==> src/rtl/dsp_acc_pkg.sv <==
package dsp_acc_pkg;
    localparam int ACC_W   = 40;
    localparam int WORD_W  = 16;
    localparam int MID_LSB = 16;
    localparam int AX_W    = 2 * WORD_W;
    localparam int HI_W    = ACC_W - 2 * WORD_W;
    localparam int SIMM_W  = 8;

    typedef enum logic [0:0] {ST_IDLE, ST_WAIT_IMM} state_e;

    typedef enum logic [3:0] {
        OP_NONE, OP_INC, OP_DEC, OP_INCM, OP_DECM, OP_NEG, OP_SUB, OP_SUBP,
        OP_SUBAX, OP_SUBR, OP_ADDR, OP_XORI, OP_ANDI, OP_ORI, OP_CMPI, OP_CMPIS
    } op_e;

    typedef struct packed {
        op_e               kind;
        logic              dst;
        logic [1:0]        src;
        logic [SIMM_W-1:0] short_imm;
        logic              two_word;
    } dec_t;
endpackage

==> src/rtl/dsp_acc_decode.sv <==
module dsp_acc_decode
    import dsp_acc_pkg::*;
(
    input  logic [WORD_W-1:0] word_i,
    output dec_t              dec_o
);
    always_comb begin
        dec_o           = '0;
        dec_o.kind      = OP_NONE;
        dec_o.dst       = word_i[8];
        dec_o.src       = word_i[10:9];
        dec_o.short_imm = word_i[SIMM_W-1:0];
        casez (word_i[15:9])
            7'b0111011: dec_o.kind = OP_INC;
            7'b0111101: dec_o.kind = OP_DEC;
            7'b0111010: dec_o.kind = OP_INCM;
            7'b0111100: dec_o.kind = OP_DECM;
            7'b0111110: dec_o.kind = OP_NEG;
            7'b0101111: dec_o.kind = OP_SUBP;
            7'b0101110: dec_o.kind = OP_SUB;
            7'b010110?: dec_o.kind = OP_SUBAX;
            7'b01010??: dec_o.kind = OP_SUBR;
            7'b01000??: dec_o.kind = OP_ADDR;
            7'b0000011: dec_o.kind = OP_CMPIS;
            7'b0000001: begin
                dec_o.two_word = 1'b1;
                case (word_i[7:0])
                    8'h20:   dec_o.kind = OP_XORI;
                    8'h40:   dec_o.kind = OP_ANDI;
                    8'h60:   dec_o.kind = OP_ORI;
                    8'h80:   dec_o.kind = OP_CMPI;
                    default: begin
                        dec_o.kind     = OP_NONE;
                        dec_o.two_word = 1'b0;
                    end
                endcase
            end
            default: dec_o.kind = OP_NONE;
        endcase
    end
endmodule

==> src/rtl/dsp_acc_alu.sv <==
module dsp_acc_alu
    import dsp_acc_pkg::*;
(
    input  op_e               kind_i,
    input  logic [1:0]        src_i,
    input  logic [SIMM_W-1:0] short_imm_i,
    input  logic [ACC_W-1:0]  acc_d_i,
    input  logic [ACC_W-1:0]  acc_o_i,
    input  logic [ACC_W-1:0]  prod_i,
    input  logic [AX_W-1:0]   ax0_i,
    input  logic [AX_W-1:0]   ax1_i,
    input  logic [WORD_W-1:0] imm_i,
    output logic [ACC_W-1:0]  res_o,
    output logic              wb_o,
    output logic              upd_o,
    output logic              fz_o,
    output logic              fn_o,
    output logic              fv_o
);
    localparam int MSB  = ACC_W - 1;
    localparam int PADW = ACC_W - WORD_W - MID_LSB;
    localparam int PADS = ACC_W - SIMM_W - MID_LSB;

    logic [WORD_W-1:0] reg16;
    logic [AX_W-1:0]   ax_sel;
    logic [ACC_W-1:0]  a, b, sum, logic_res;
    logic              sub, is_logic, v_arith;

    always_comb begin
        unique case (src_i)
            2'd0: reg16 = ax0_i[WORD_W-1:0];
            2'd1: reg16 = ax1_i[WORD_W-1:0];
            2'd2: reg16 = ax0_i[AX_W-1:WORD_W];
            default: reg16 = ax1_i[AX_W-1:WORD_W];
        endcase
        ax_sel = src_i[0] ? ax1_i : ax0_i;
    end

    always_comb begin
        a        = acc_d_i;
        b        = '0;
        sub      = 1'b0;
        wb_o     = 1'b1;
        upd_o    = 1'b1;
        is_logic = 1'b0;
        logic_res = acc_d_i;
        unique case (kind_i)
            OP_INC:   b = ACC_W'(1);
            OP_DEC:   begin b = ACC_W'(1); sub = 1'b1; end
            OP_INCM:  b = ACC_W'(1) << MID_LSB;
            OP_DECM:  begin b = ACC_W'(1) << MID_LSB; sub = 1'b1; end
            OP_NEG:   begin a = '0; b = acc_d_i; sub = 1'b1; end
            OP_SUB:   begin b = acc_o_i; sub = 1'b1; end
            OP_SUBP:  begin b = prod_i; sub = 1'b1; end
            OP_SUBAX: begin b = {{(ACC_W-AX_W){ax_sel[AX_W-1]}}, ax_sel}; sub = 1'b1; end
            OP_SUBR:  begin b = {{PADW{reg16[WORD_W-1]}}, reg16, {MID_LSB{1'b0}}}; sub = 1'b1; end
            OP_ADDR:  b = {{PADW{reg16[WORD_W-1]}}, reg16, {MID_LSB{1'b0}}};
            OP_CMPI:  begin b = {{PADW{imm_i[WORD_W-1]}}, imm_i, {MID_LSB{1'b0}}}; sub = 1'b1; wb_o = 1'b0; end
            OP_CMPIS: begin
                b = {{PADS{short_imm_i[SIMM_W-1]}}, short_imm_i, {MID_LSB{1'b0}}};
                sub = 1'b1; wb_o = 1'b0;
            end
            OP_XORI:  begin is_logic = 1'b1; logic_res[MID_LSB +: WORD_W] = acc_d_i[MID_LSB +: WORD_W] ^ imm_i; end
            OP_ANDI:  begin is_logic = 1'b1; logic_res[MID_LSB +: WORD_W] = acc_d_i[MID_LSB +: WORD_W] & imm_i; end
            OP_ORI:   begin is_logic = 1'b1; logic_res[MID_LSB +: WORD_W] = acc_d_i[MID_LSB +: WORD_W] | imm_i; end
            default:  begin wb_o = 1'b0; upd_o = 1'b0; end
        endcase
    end

    assign sum     = sub ? (a - b) : (a + b);
    assign v_arith = sub ? ((a[MSB] ^ b[MSB]) & (sum[MSB] ^ a[MSB]))
                         : (~(a[MSB] ^ b[MSB]) & (sum[MSB] ^ a[MSB]));
    assign res_o   = is_logic ? logic_res : sum;
    assign fz_o    = (res_o == '0);
    assign fn_o    = res_o[MSB];
    assign fv_o    = is_logic ? 1'b0 : v_arith;
endmodule

==> src/rtl/dsp_dual_acc_unit.sv <==
module dsp_dual_acc_unit
    import dsp_acc_pkg::*;
(
    input  logic              clk,
    input  logic              rst_n,
    input  logic              op_valid,
    input  logic [WORD_W-1:0] op_word,
    input  logic              imm_valid,
    input  logic [WORD_W-1:0] imm_word,
    input  logic [ACC_W-1:0]  prod_in,
    input  logic              ld_valid,
    input  logic [3:0]        ld_idx,
    input  logic [WORD_W-1:0] ld_data,
    output logic [ACC_W-1:0]  acc0_out,
    output logic [ACC_W-1:0]  acc1_out,
    output logic [AX_W-1:0]   ax0_out,
    output logic [AX_W-1:0]   ax1_out,
    output logic              flag_zero,
    output logic              flag_neg,
    output logic              flag_ovf,
    output logic              imm_wait
);
    localparam int NUM_ACC   = 2;
    localparam int ACC_SLOTS = 3;
    localparam int AX_BASE   = NUM_ACC * ACC_SLOTS;

    state_e            state_q, state_d;
    logic [WORD_W-1:0] op_hold_q, cur_word;
    dec_t              dec;
    logic [ACC_W-1:0]  acc_q [NUM_ACC];
    logic [AX_W-1:0]   ax_q  [NUM_ACC];
    logic [ACC_W-1:0]  alu_res;
    logic              alu_wb, alu_upd, alu_z, alu_n, alu_v;
    logic              exec, ld_fire;

    assign cur_word = (state_q == ST_WAIT_IMM) ? op_hold_q : op_word;

    dsp_acc_decode u_dec (.word_i(cur_word), .dec_o(dec));

    dsp_acc_alu u_alu (
        .kind_i(dec.kind), .src_i(dec.src), .short_imm_i(dec.short_imm),
        .acc_d_i(acc_q[dec.dst]), .acc_o_i(acc_q[~dec.dst]), .prod_i(prod_in),
        .ax0_i(ax_q[0]), .ax1_i(ax_q[1]), .imm_i(imm_word),
        .res_o(alu_res), .wb_o(alu_wb), .upd_o(alu_upd),
        .fz_o(alu_z), .fn_o(alu_n), .fv_o(alu_v)
    );

    assign exec    = ((state_q == ST_IDLE) && op_valid && !dec.two_word) ||
                     ((state_q == ST_WAIT_IMM) && imm_valid);
    assign ld_fire = (state_q == ST_IDLE) && !op_valid && ld_valid;

    always_comb begin
        state_d = state_q;
        unique case (state_q)
            ST_IDLE:     if (op_valid && dec.two_word) state_d = ST_WAIT_IMM;
            ST_WAIT_IMM: if (imm_valid) state_d = ST_IDLE;
            default:     state_d = ST_IDLE;
        endcase
    end

    always_ff @(posedge clk) begin
        if (!rst_n) begin
            state_q   <= ST_IDLE;
            op_hold_q <= '0;
        end else begin
            state_q <= state_d;
            if (state_q == ST_IDLE && op_valid) op_hold_q <= op_word;
        end
    end

    always_ff @(posedge clk) begin
        if (!rst_n) begin
            for (int i = 0; i < NUM_ACC; i++) begin
                acc_q[i] <= '0;
                ax_q[i]  <= '0;
            end
            flag_zero <= 1'b0;
            flag_neg  <= 1'b0;
            flag_ovf  <= 1'b0;
        end else if (exec) begin
            if (alu_upd) begin
                flag_zero <= alu_z;
                flag_neg  <= alu_n;
                flag_ovf  <= alu_v;
            end
            if (alu_wb) acc_q[dec.dst] <= alu_res;
        end else if (ld_fire) begin
            for (int i = 0; i < NUM_ACC; i++) begin
                if (ld_idx == 4'(ACC_SLOTS*i))     acc_q[i][WORD_W-1:0]          <= ld_data;
                if (ld_idx == 4'(ACC_SLOTS*i + 1)) acc_q[i][MID_LSB +: WORD_W]   <= ld_data;
                if (ld_idx == 4'(ACC_SLOTS*i + 2)) acc_q[i][ACC_W-1:2*WORD_W]    <= ld_data[HI_W-1:0];
                if (ld_idx == 4'(AX_BASE + 2*i))     ax_q[i][WORD_W-1:0]         <= ld_data;
                if (ld_idx == 4'(AX_BASE + 2*i + 1)) ax_q[i][AX_W-1:WORD_W]      <= ld_data;
            end
        end
    end

    assign acc0_out = acc_q[0];
    assign acc1_out = acc_q[1];
    assign ax0_out  = ax_q[0];
    assign ax1_out  = ax_q[1];
    assign imm_wait = (state_q == ST_WAIT_IMM);

    AST_ENTER_WAIT: assert property (@(posedge clk) disable iff (!rst_n)
        (!imm_wait && op_valid && dec.two_word) |=> imm_wait);
    AST_WAIT_HOLDS_STATE: assert property (@(posedge clk) disable iff (!rst_n)
        (imm_wait && !imm_valid) |=> ($stable(acc0_out) && $stable(acc1_out) &&
                                      $stable(ax0_out) && $stable(ax1_out) && imm_wait));
    AST_CMP_NO_WRITE: assert property (@(posedge clk) disable iff (!rst_n)
        (exec && alu_upd && !alu_wb) |=> ($stable(acc0_out) && $stable(acc1_out)));
    AST_ZERO_MATCHES_DEST: assert property (@(posedge clk) disable iff (!rst_n)
        (exec && alu_wb) |=> (flag_zero == (($past(dec.dst) ? acc1_out : acc0_out) == '0)));
    AST_LOAD_KEEPS_FLAGS: assert property (@(posedge clk) disable iff (!rst_n)
        ld_fire |=> $stable({flag_zero, flag_neg, flag_ovf}));
endmodule

==> config.mk <==
export PLATFORM = sky130hd
export DESIGN_NAME = dsp_dual_acc_unit
export DESIGN_NICKNAME = d
export VERILOG_FILES = /design/src/rtl/dsp_acc_pkg.sv /design/src/rtl/dsp_acc_decode.sv /design/src/rtl/dsp_acc_alu.sv /design/src/rtl/dsp_dual_acc_unit.sv
export SDC_FILE = /design/constraint.sdc
export NUM_CORES = 1
export LEC_CHECK = 0
export BUFFER_PORTS_ARGS = -buffer_cell sky130_fd_sc_hd__buf_2
export CAP_MARGIN = 20
export CORE_MARGIN = 2
export CORE_UTILIZATION = 50
export DETAILED_ROUTE_END_ITERATION = 10
export HOLD_SLACK_MARGIN = 0.02
export PLACE_DENSITY_LB_ADDON = 0.08
export SLEW_MARGIN = 20
export SYNTH_ARGS = -nofsm -noshare
export SYNTH_HDL_FRONTEND = slang
export SYNTH_SLANG_ARGS = --single-unit
==> constraint.sdc <==
create_clock -name clk -period 16.4 [get_ports clk]
set_clock_uncertainty 0.15 [all_clocks]
set_input_delay 0 -clock clk [delete_from_list [all_inputs] [get_ports clk]]
set_output_delay 0 -clock clk [all_outputs]
set_load 0.01 [all_outputs]
==> load_flow_metrics.sql, run 1 <==
INSERT INTO impl_metrics (metric_group, metric, value, unit) VALUES
('yosys', 'synth-warning-count', '0', ''),
('routing', 'viasPerCell', '6.678', ''),
('min_path', 'worst_hold_path.num_cells', '5', ''),
('power_and_ir_drop', 'power.leakage', '7.136', 'nW'),
('floorplanning', 'floorplan.core_area', '27710', 'µm²'),
('yosys', 'ys_types', '98', ''),
('global_routing', 'grt_max_degree', '58', ''),
('worst_setup_path', 'crit_path_frequent_cell', 'sky130_fd_sc_hd__nor2_1', ''),
('clock_tree', 'clock-root-buffer', 'sky130_fd_sc_hd__clkbuf_16', ''),
('timing', 'tightestPinTransition', '1.010', 'ns'),
('min_path', 'worstHoldPathType', 'in2reg', ''),
('yosys', 'synth-adder-area-share', '6.547', '%'),
('final_layout', 'layout_commonest_cell', 'sky130_fd_sc_hd__buf_2', ''),
('floorplanning', 'die_area', '29490', 'µm²'),
('yosys', 'synth_compound_gate_area_share', '22.28', '%'),
('timing', 'layout_min_cycle_time', '8.575', 'ns'),
('timing', 'setup_violations', '0', ''),
('yosys', 'combinational_family_with_the_most_area_after_synthesis', 'compound AO/OA/AOI/OAI gates', ''),
('yosys', 'synth-async-reset-ratio', '0', '%'),
('final_layout', 'final_layout_size_suffix_gt1_share', '21.24', '%'),
('final_layout', 'n_fill_cell', '2472', ''),
('yosys', 'synth_seq_cells', '164', ''),
('yosys', 'synthSimpleGateAreaFrac', '19.17', '%'),
('worst_setup_path', 'startpoint_type', 'flip-flop', ''),
('place', 'place.port_buffers', '244', ''),
('global_routing', 'antenna_found_initial', '2', ''),
('timing', 'timing.final.hold_violations', '0', ''),
('timing', 'period_share', '52.28', '%'),
('clock_tree', 'cts-buffers-inserted', '17', ''),
('clock_tree', 'cts.hold.buffers_added', '34', ''),
('worst_setup_path', 'end_kind', 'flip-flop', ''),
('floorplanning', 'die-height', '171.7', 'µm'),
('place', 'dpl.hpwl', '46560', 'µm'),
('min_path', 'worstHoldStart', 'op_valid', ''),
('min_path', 'worstHoldEndpoint', 'op_hold_q[6]', ''),
('routing', 'first_pass_iters', '9', ''),
('clock_tree', 'tritoncts_clock_tree', 'done', ''),
('yosys', 'number_of_enable_type_register_cells_in_the_synthesized_netlist', '144', ''),
('power_and_ir_drop', 'power.density', '95.51', 'nW/µm²'),
('clock_tree', 'clock_latency', '0.46', 'ns'),
('worst_setup_path', 'setup.reg_to_reg.worst_slack', '7.83', 'ns'),
('yosys', 'avgSynthCellArea', '8.965', 'µm²'),
('timing', 'maxSlewHeadroom', '32.41', '%'),
('yosys', 'synth-xor-area-share', '3.291', '%'),
('timing', 'total_negative_slack', '0', 'ns'),
('floorplanning', 'row_count', '61', ''),
('clock_tree', 'tritoncts_num_sinks', '164', ''),
('worst_setup_path', 'critical_path.n_buffers_inverters', '2', ''),
('power_and_ir_drop', 'totalPowerFinal', '1.576', 'mW'),
('place', 'dp_cells', '2124', ''),
('yosys', 'synth_top_flop_cell', 'sky130_fd_sc_hd__edfxtp_1', ''),
('worst_setup_path', 'cp_cell_sequence', 'buf_4 > or3b_2 > a222oi_1 > buf_4 > mux2_2 > a221o_1 > nor4_1 > nand3_1 > nor2_1 > nor2_1 > nor2_1 > ha_1 > and4_1 > o211ai_1 > a21oi_1 > and3b_1 > o21ai_0 > a31oi_1 > xnor2_1 > o21ai_0 > nand4_1 > nor4_1 > o2111ai_1 > nand2_1', ''),
('run', 'max-cap-violations', '0', ''),
('timing', 'slew_violations', '0', ''),
('worst_setup_path', 'worstPathMaxFanout', '46', ''),
('global_routing', 'grt_first_pass_wirelength', '87020', 'µm'),
('yosys', 'post_synth_mux_area_share', '10.50', '%'),
('routing', 'wl', '60340', 'µm'),
('global_routing', 'grt_remaining_overflow', '0', ''),
('worst_setup_path', 'critical-path-max-stage-delay', '0.73', 'ns'),
('clock_tree', 'cts.repair_timing.setup_buffer_count', '0', ''),
('place', 'gp_routability_congestion', '1.015', ''),
('clock_tree', 'post_cts_resize_count', '0', ''),
('clock_tree', 'clock_tree.htree_level_count', '4', ''),
('floorplanning', 'die_x', '171.7', 'µm'),
('final_layout', 'nets', '1970', ''),
('final_layout', 'finished_layout_cells', '2193', ''),
('worst_setup_path', 'reg2reg_to', 'flag_zero', ''),
('global_routing', 'first_global_vias', '13650', ''),
('clock_tree', 'worst_setup_hold_path_clk_slew', '0.08', 'ns'),
('run_status', 'status', 'finished clean', '');
registers in the layout (all words and copies together), names as in the netlist:
name       count
acc_q         80
imm_wait       1
op_hold_q     16
flag_neg       1
flag_zero      1
flag_ovf       1
ax_q          64
through the flow:
stage / worst slack, ns / hold WS, ns / area [µm²]
2_1_floorplan: 10.28 / -0.005082 / 14070
3_3_place_gp: 8.335 / 0.1173 / 15540
3_5_place_dp: 8.234 / 0.1269 / 15540
4_1_cts: 8.203 / 0.03754 / 16490
5_1_grt: 7.704 / 0.06172 / 16500
6_report: 7.825 / 0.03652 / 16500
area by class of cell:
| cell class | instances | area, µm² | share of cell area (%) |
|---|---|---|---|
| Sequential cell | 164 | 4725 | 28.63 |
| Clock buffer | 17 | 425.4 | 2.578 |
| Tap cell | 378 | 473.0 | 2.866 |
| Timing Repair Buffer | 302 | 1739 | 10.54 |
| Clock inverter | 15 | 185.2 | 1.122 |
| Inverter | 59 | 221.5 | 1.342 |
| Antenna cell | 2 | 5.005 | 0.03033 |
| Multi-Input combinational cell | 1256 | 8728 | 52.89 |
worst register-to-register path: cells and delay by family, from the launching register on:
| family | cells | cell delay [ns] |
|---|---|---|
| xor gates and xnor gates | 1 | 0.17 |
| muxes | 1 | 0.79 |
| and+or+nand+nor | 11 | 3.07 |
| AOI/OAI and AO/OA | 8 | 2.69 |
| adders and majority gates | 1 | 0.47 |
| DFF | 1 | 0.34 |
| buffers and inverters | 2 | 0.85 |
report_power, final:
part / total, mW / internal (mW) / switching, mW
clock network: 0.422 / 0.207 / 0.215
registers: 0.494 / 0.475 / 0.0196
logic: 0.660 / 0.242 / 0.418
total: 1.58 / 0.923 / 0.653
worst max path at each step:
stage,start,to,depth (start not counted),slack (ns)
after detailed placement,imm_wait,flag_zero,24,8.23
after CTS,imm_wait,flag_zero,24,8.20
after floorplan,imm_wait,flag_zero,26,10.28
final,imm_wait,flag_zero,24,7.83
after global placement,imm_wait,flag_zero,24,8.33
after global routing,imm_wait,flag_zero,24,7.70
cells by family (layout without fill, tap and decap cells):
logic type,count (synthesis),after routing
AO/OA/AOI/OAI,454,454
AND/OR/NAND/NOR,548,548
flip-flops,164,164
adder cells (fa/ha/maj),73,73
other,0,2
multiplexers,129,129
buffers and inverters,149,393
XOR/XNOR,52,52
cell usage after synthesis (all sizes together), types with 8 or more instances:
cell type / instances / area [µm²]
a21o: 20 / 150.1
mux2: 52 / 593.1
o31ai: 9 / 67.56
dfxtp: 20 / 400.4
buf: 34 / 219.0
or3: 8 / 50.05
a21boi: 23 / 172.7
a21oi: 68 / 340.3
o21ai: 133 / 665.6
or2: 9 / 56.30
o21bai: 8 / 60.06
ha: 72 / 900.9
nand4: 18 / 112.6
inv: 59 / 221.5
nand3: 39 / 195.2
a221oi: 11 / 102.6
o211ai: 22 / 165.2
o221ai: 8 / 70.07
and2: 45 / 281.5
o21a: 16 / 120.1
nor2b: 12 / 75.07
a222oi: 14 / 140.1
mux4: 8 / 180.2
and3: 14 / 87.58
nand3b: 8 / 60.06
a221o: 12 / 120.1
nor4: 15 / 130.1
mux2i: 69 / 703.2
a31oi: 8 / 50.05
nand2: 180 / 675.7
o2111ai: 9 / 85.08
edfxtp: 144 / 4324
xor2: 21 / 191.4
a22oi: 18 / 140.1
nor2: 142 / 533.0
a211oi: 16 / 135.1
clkbuf: 56 / 210.2
xnor2: 31 / 271.5
nor3: 20 / 116.4
layer usage:
metal  track usage (%)  share of wire, %
met3             7.179                11
met2             63.61                45
met4             21.08               6.0
met5                 0                 0
met1             53.41                39
Note: power is estimated with default switching activity, not from simulation.
==> inputs of run 2 (changes only) <==
- clock period: 16.4 -> 7.97 ns (I/O delays scaled with it)
==> load_flow_metrics.sql, run 2 (same netlist as run 1, synthesis figures left out) <==
INSERT INTO impl_metrics (metric_group, metric, value, unit) VALUES
('run_status', 'status', 'finished clean', ''),
('final_layout', 'area_delta_synth_final', '19.81', '%'),
('final_layout', 'fin_area', '16850', 'µm²'),
('routing', 'wl', '60690', 'µm'),
('place', 'gp_routability_congestion', '1.010', ''),
('min_path', 'worstHoldPathType', 'in2reg', ''),
('timing', 'rsz0062_at_grt', 'no', ''),
('place', 'dpl.hpwl', '47270', 'µm'),
('global_routing', 'use_met1', '54.05', '%'),
('floorplanning', 'die-height', '171.7', 'µm'),
('power_and_ir_drop', 'internal_power', '1.910', 'mW'),
('final_layout', 'ff_latch_area', '4726', 'µm²'),
('timing', 'total_negative_slack', '0', 'ns'),
('final_layout', 'n_fill_cell', '2545', ''),
('final_layout', 'nets', '2007', ''),
('final_layout', 'top_regs', 'acc_q (80), ax_q (64), op_hold_q (16)', ''),
('global_routing', 'use_met3', '7.340', '%'),
('floorplanning', 'die_area', '29490', 'µm²'),
('final_layout', 'final_layout_size_suffix_gt1_share', '22.00', '%'),
('global_routing', 'total_global_routing_track_utilization', '40.71', '%'),
('worst_setup_path', 'cp.required', '8.21', 'ns'),
('power_and_ir_drop', 'combinational_group_share_of_total_power', '42.6', '%'),
('clock_tree', 'cts.repair_timing.setup_buffer_count', '0', ''),
('clock_tree', 'tritoncts_num_sinks', '164', ''),
('power_and_ir_drop', 'power.leakage', '7.300', 'nW'),
('power_and_ir_drop', 'power.density', '192.2', 'nW/µm²'),
('worst_setup_path', 'critical_path.startpoint', 'imm_wait', ''),
('floorplanning', 'floorplan.initialDensity', '50.77', '%'),
('floorplanning', 'floorplan.core_area', '27710', 'µm²'),
('routing', 'first_pass_iters', '6', ''),
('worst_setup_path', 'end_kind', 'flip-flop', ''),
('power_and_ir_drop', 'power.sequential.fraction', '31.4', '%'),
('global_routing', 'grt_first_pass_wirelength', '87290', 'µm'),
('min_path', 'worstHoldStart', 'rst_n', ''),
('clock_tree', 'worst_setup_hold_path_clk_slew', '0.08', 'ns'),
('timing', 'tightestPinTransition', '1.006', 'ns'),
('power_and_ir_drop', 'power.ir.vdd_worst', '125.8', 'µV'),
('global_routing', 'grt_max_degree', '58', ''),
('global_routing', 'antenna_found_initial', '2', ''),
('final_layout', 'commonest_cells_after_routing_fill_and_taps_aside', 'sky130_fd_sc_hd__buf_2, sky130_fd_sc_hd__nand2_1, sky130_fd_sc_hd__edfxtp_1', ''),
('worst_setup_path', 'cp.arrival', '7.78', 'ns'),
('run', 'max-cap-violations', '0', ''),
('clock_tree', 'clock-root-buffer', 'sky130_fd_sc_hd__clkbuf_16', ''),
('routing', 'num_vias', '14830', ''),
('worst_setup_path', 'type_of_the_worst_setup_path', 'reg2reg', ''),
('clock_tree', 'tritoncts_clock_tree', 'done', ''),
('timing', 'layout_min_cycle_time', '7.547', 'ns'),
('timing', 'period_share', '94.69', '%'),
('timing', 'setup_violations', '0', ''),
('routing', 'first_iter_violations', '2199', ''),
('timing', 'timing.final.hold_violations', '0', ''),
('power_and_ir_drop', 'totalPowerFinal', '3.239', 'mW'),
('final_layout', 'multiInputGateArea', '8736', 'µm²'),
('floorplanning', 'top_level_ports', '245', ''),
('routing', 'drtAntennaViolNets', '0', ''),
('routing', 'viasPerCell', '6.640', ''),
('timing', 'maxSlewHeadroom', '32.68', '%'),
('timing', 'maxClockFrequency', '132.5', 'MHz'),
('routing', 'route.detailed.drc', '0', ''),
('final_layout', 'layout_commonest_cell', 'sky130_fd_sc_hd__buf_2', ''),
('global_routing', 'first_global_vias', '13650', ''),
('worst_setup_path', 'worstPathMaxFanout', '21', ''),
('clock_tree', 'max-clock-path-buffers', '2', ''),
('final_layout', 'max_flop_register', 'acc_q', ''),
('power_and_ir_drop', 'netSwitchingPower', '1.329', 'mW'),
('timing', 'slew_violations', '0', ''),
('floorplanning', 'row_count', '61', ''),
('place', 'place.port_buffers', '244', ''),
('power_and_ir_drop', 'netSwitchingFraction', '41.04', '%'),
('worst_setup_path', 'startpoint_type', 'flip-flop', ''),
('floorplanning', 'die_x', '171.7', 'µm'),
('power_and_ir_drop', 'clock_power_share', '26.0', '%'),
('worst_setup_path', 'timing.rr.start', 'imm_wait', ''),
('clock_tree', 'clock_latency', '0.46', 'ns'),
('routing', 'post_drt_wl_per_cell', '27.18', 'µm'),
('global_routing', 'grt.busiest_layer', 'met2', ''),
('final_layout', 'largest_register_ff_count', '80', ''),
('place', 'placed_area', '15740', 'µm²'),
('global_routing', 'use_met2', '63.94', '%'),
('clock_tree', 'cts-buffers-inserted', '17', ''),
('global_routing', 'grt_remaining_overflow', '0', ''),
('clock_tree', 'clock_tree.htree_level_count', '4', '');
==> run 2: changes by cell type in the layout (fill, tap and decap cells not counted), moves of 3 or more <==
cell	previous run	this run
sky130_fd_sc_hd__clkinv_8	6	3
sky130_fd_sc_hd__buf_12	0	3
sky130_fd_sc_hd__clkinvlp_4	3	0
sky130_fd_sc_hd__dlygate4sd3_1	34	51
sky130_fd_sc_hd__diode_2	2	5
sky130_fd_sc_hd__clkinv_4	1	4
sky130_fd_sc_hd__buf_4	23	41
==> run 2: area by class of cell <==
cell class	count	area share, %
repair buffers	339	12.46
well taps	378	2.806
clock buffers	17	2.524
clock inverters	15	0.9429
flip-flops and latches	164	28.04
multi-input cells	1256	51.84
diodes	5	0.07424
inverters	59	1.314
==> run 2: repair_timing <==
item,CTS,global route
hold endpoints to repair,149,0
hold buffers,51,0
setup endpoints to repair,0,3
gates resized for setup,0,3
==> run 2: path summary, 6_finish.rpt <==
| path | cells after the start | slack, ns | to |
|---|---|---|---|
| setup / recovery | 26 | 0.42 | flag_zero |
| hold / removal | 2 | 0.04 | op_hold_q[8] |
| setup reg to reg | 26 | 0.42 | flag_zero |
| hold reg to reg | 2 | 0.32 | op_hold_q[5] |
==> run 2: layer usage <==
layer	part of all wire [%]	wire length (µm)
met5	0	0
met4	5.4	3249
met3	11	6799
met2	45	27350
met1	38	23290
==> run 2: stage by stage <==
| stage | utilization (%) | instances | hold slack (ns) | setup slack, ns |
|---|---|---|---|---|
| after floorplan | - | 1569 | -0.005082 | 1.851 |
| after global placement | 56.80 | 2145 | 0.1189 | 0.3940 |
| after detailed placement | 56.81 | 2145 | 0.1263 | 0.3200 |
| after CTS | 60.76 | 2228 | 0.02023 | 0.2535 |
| after global routing | 60.79 | 2229 | 0.05728 | 0.1266 |
| final | 60.83 | 2233 | 0.04457 | 0.4230 |
==> run 2: power groups by stage <==
stage,combinational (mW),clock [mW],sequential (mW)
after CTS,1.33,0.839,1.02
final,1.38,0.843,1.02
after detailed placement,1.30,0,1.03
after global routing,1.47,0.867,1.02
after global placement,1.31,0,1.03
after floorplan,0.863,0,1.04
==> run 2: worst max-delay path, stage by stage, from the launching register on <==
cell                        delay (ns)
sky130_fd_sc_hd__dfxtp_2          0.54
sky130_fd_sc_hd__buf_4            0.26
sky130_fd_sc_hd__or3b_1           0.46
sky130_fd_sc_hd__a22oi_2          0.51
sky130_fd_sc_hd__o21a_1           0.23
sky130_fd_sc_hd__a2111oi_2        0.05
sky130_fd_sc_hd__buf_4            0.24
sky130_fd_sc_hd__and3_1           0.22
sky130_fd_sc_hd__buf_4            0.20
sky130_fd_sc_hd__a221o_1          0.42
sky130_fd_sc_hd__nor4_4           0.48
sky130_fd_sc_hd__and3_1           0.34
sky130_fd_sc_hd__nor2_1           0.08
sky130_fd_sc_hd__xor2_1           0.15
sky130_fd_sc_hd__ha_1             0.41
sky130_fd_sc_hd__a21oi_1          0.33
sky130_fd_sc_hd__o21bai_1         0.10
sky130_fd_sc_hd__a21oi_1          0.33
sky130_fd_sc_hd__o211a_1          0.28
sky130_fd_sc_hd__a21o_1           0.21
sky130_fd_sc_hd__o21bai_1         0.11
sky130_fd_sc_hd__xor2_1           0.17
sky130_fd_sc_hd__a21oi_1          0.37
sky130_fd_sc_hd__nand4b_1         0.15
sky130_fd_sc_hd__nor4_1           0.42
sky130_fd_sc_hd__o2111ai_1        0.17
sky130_fd_sc_hd__nand2_1          0.09
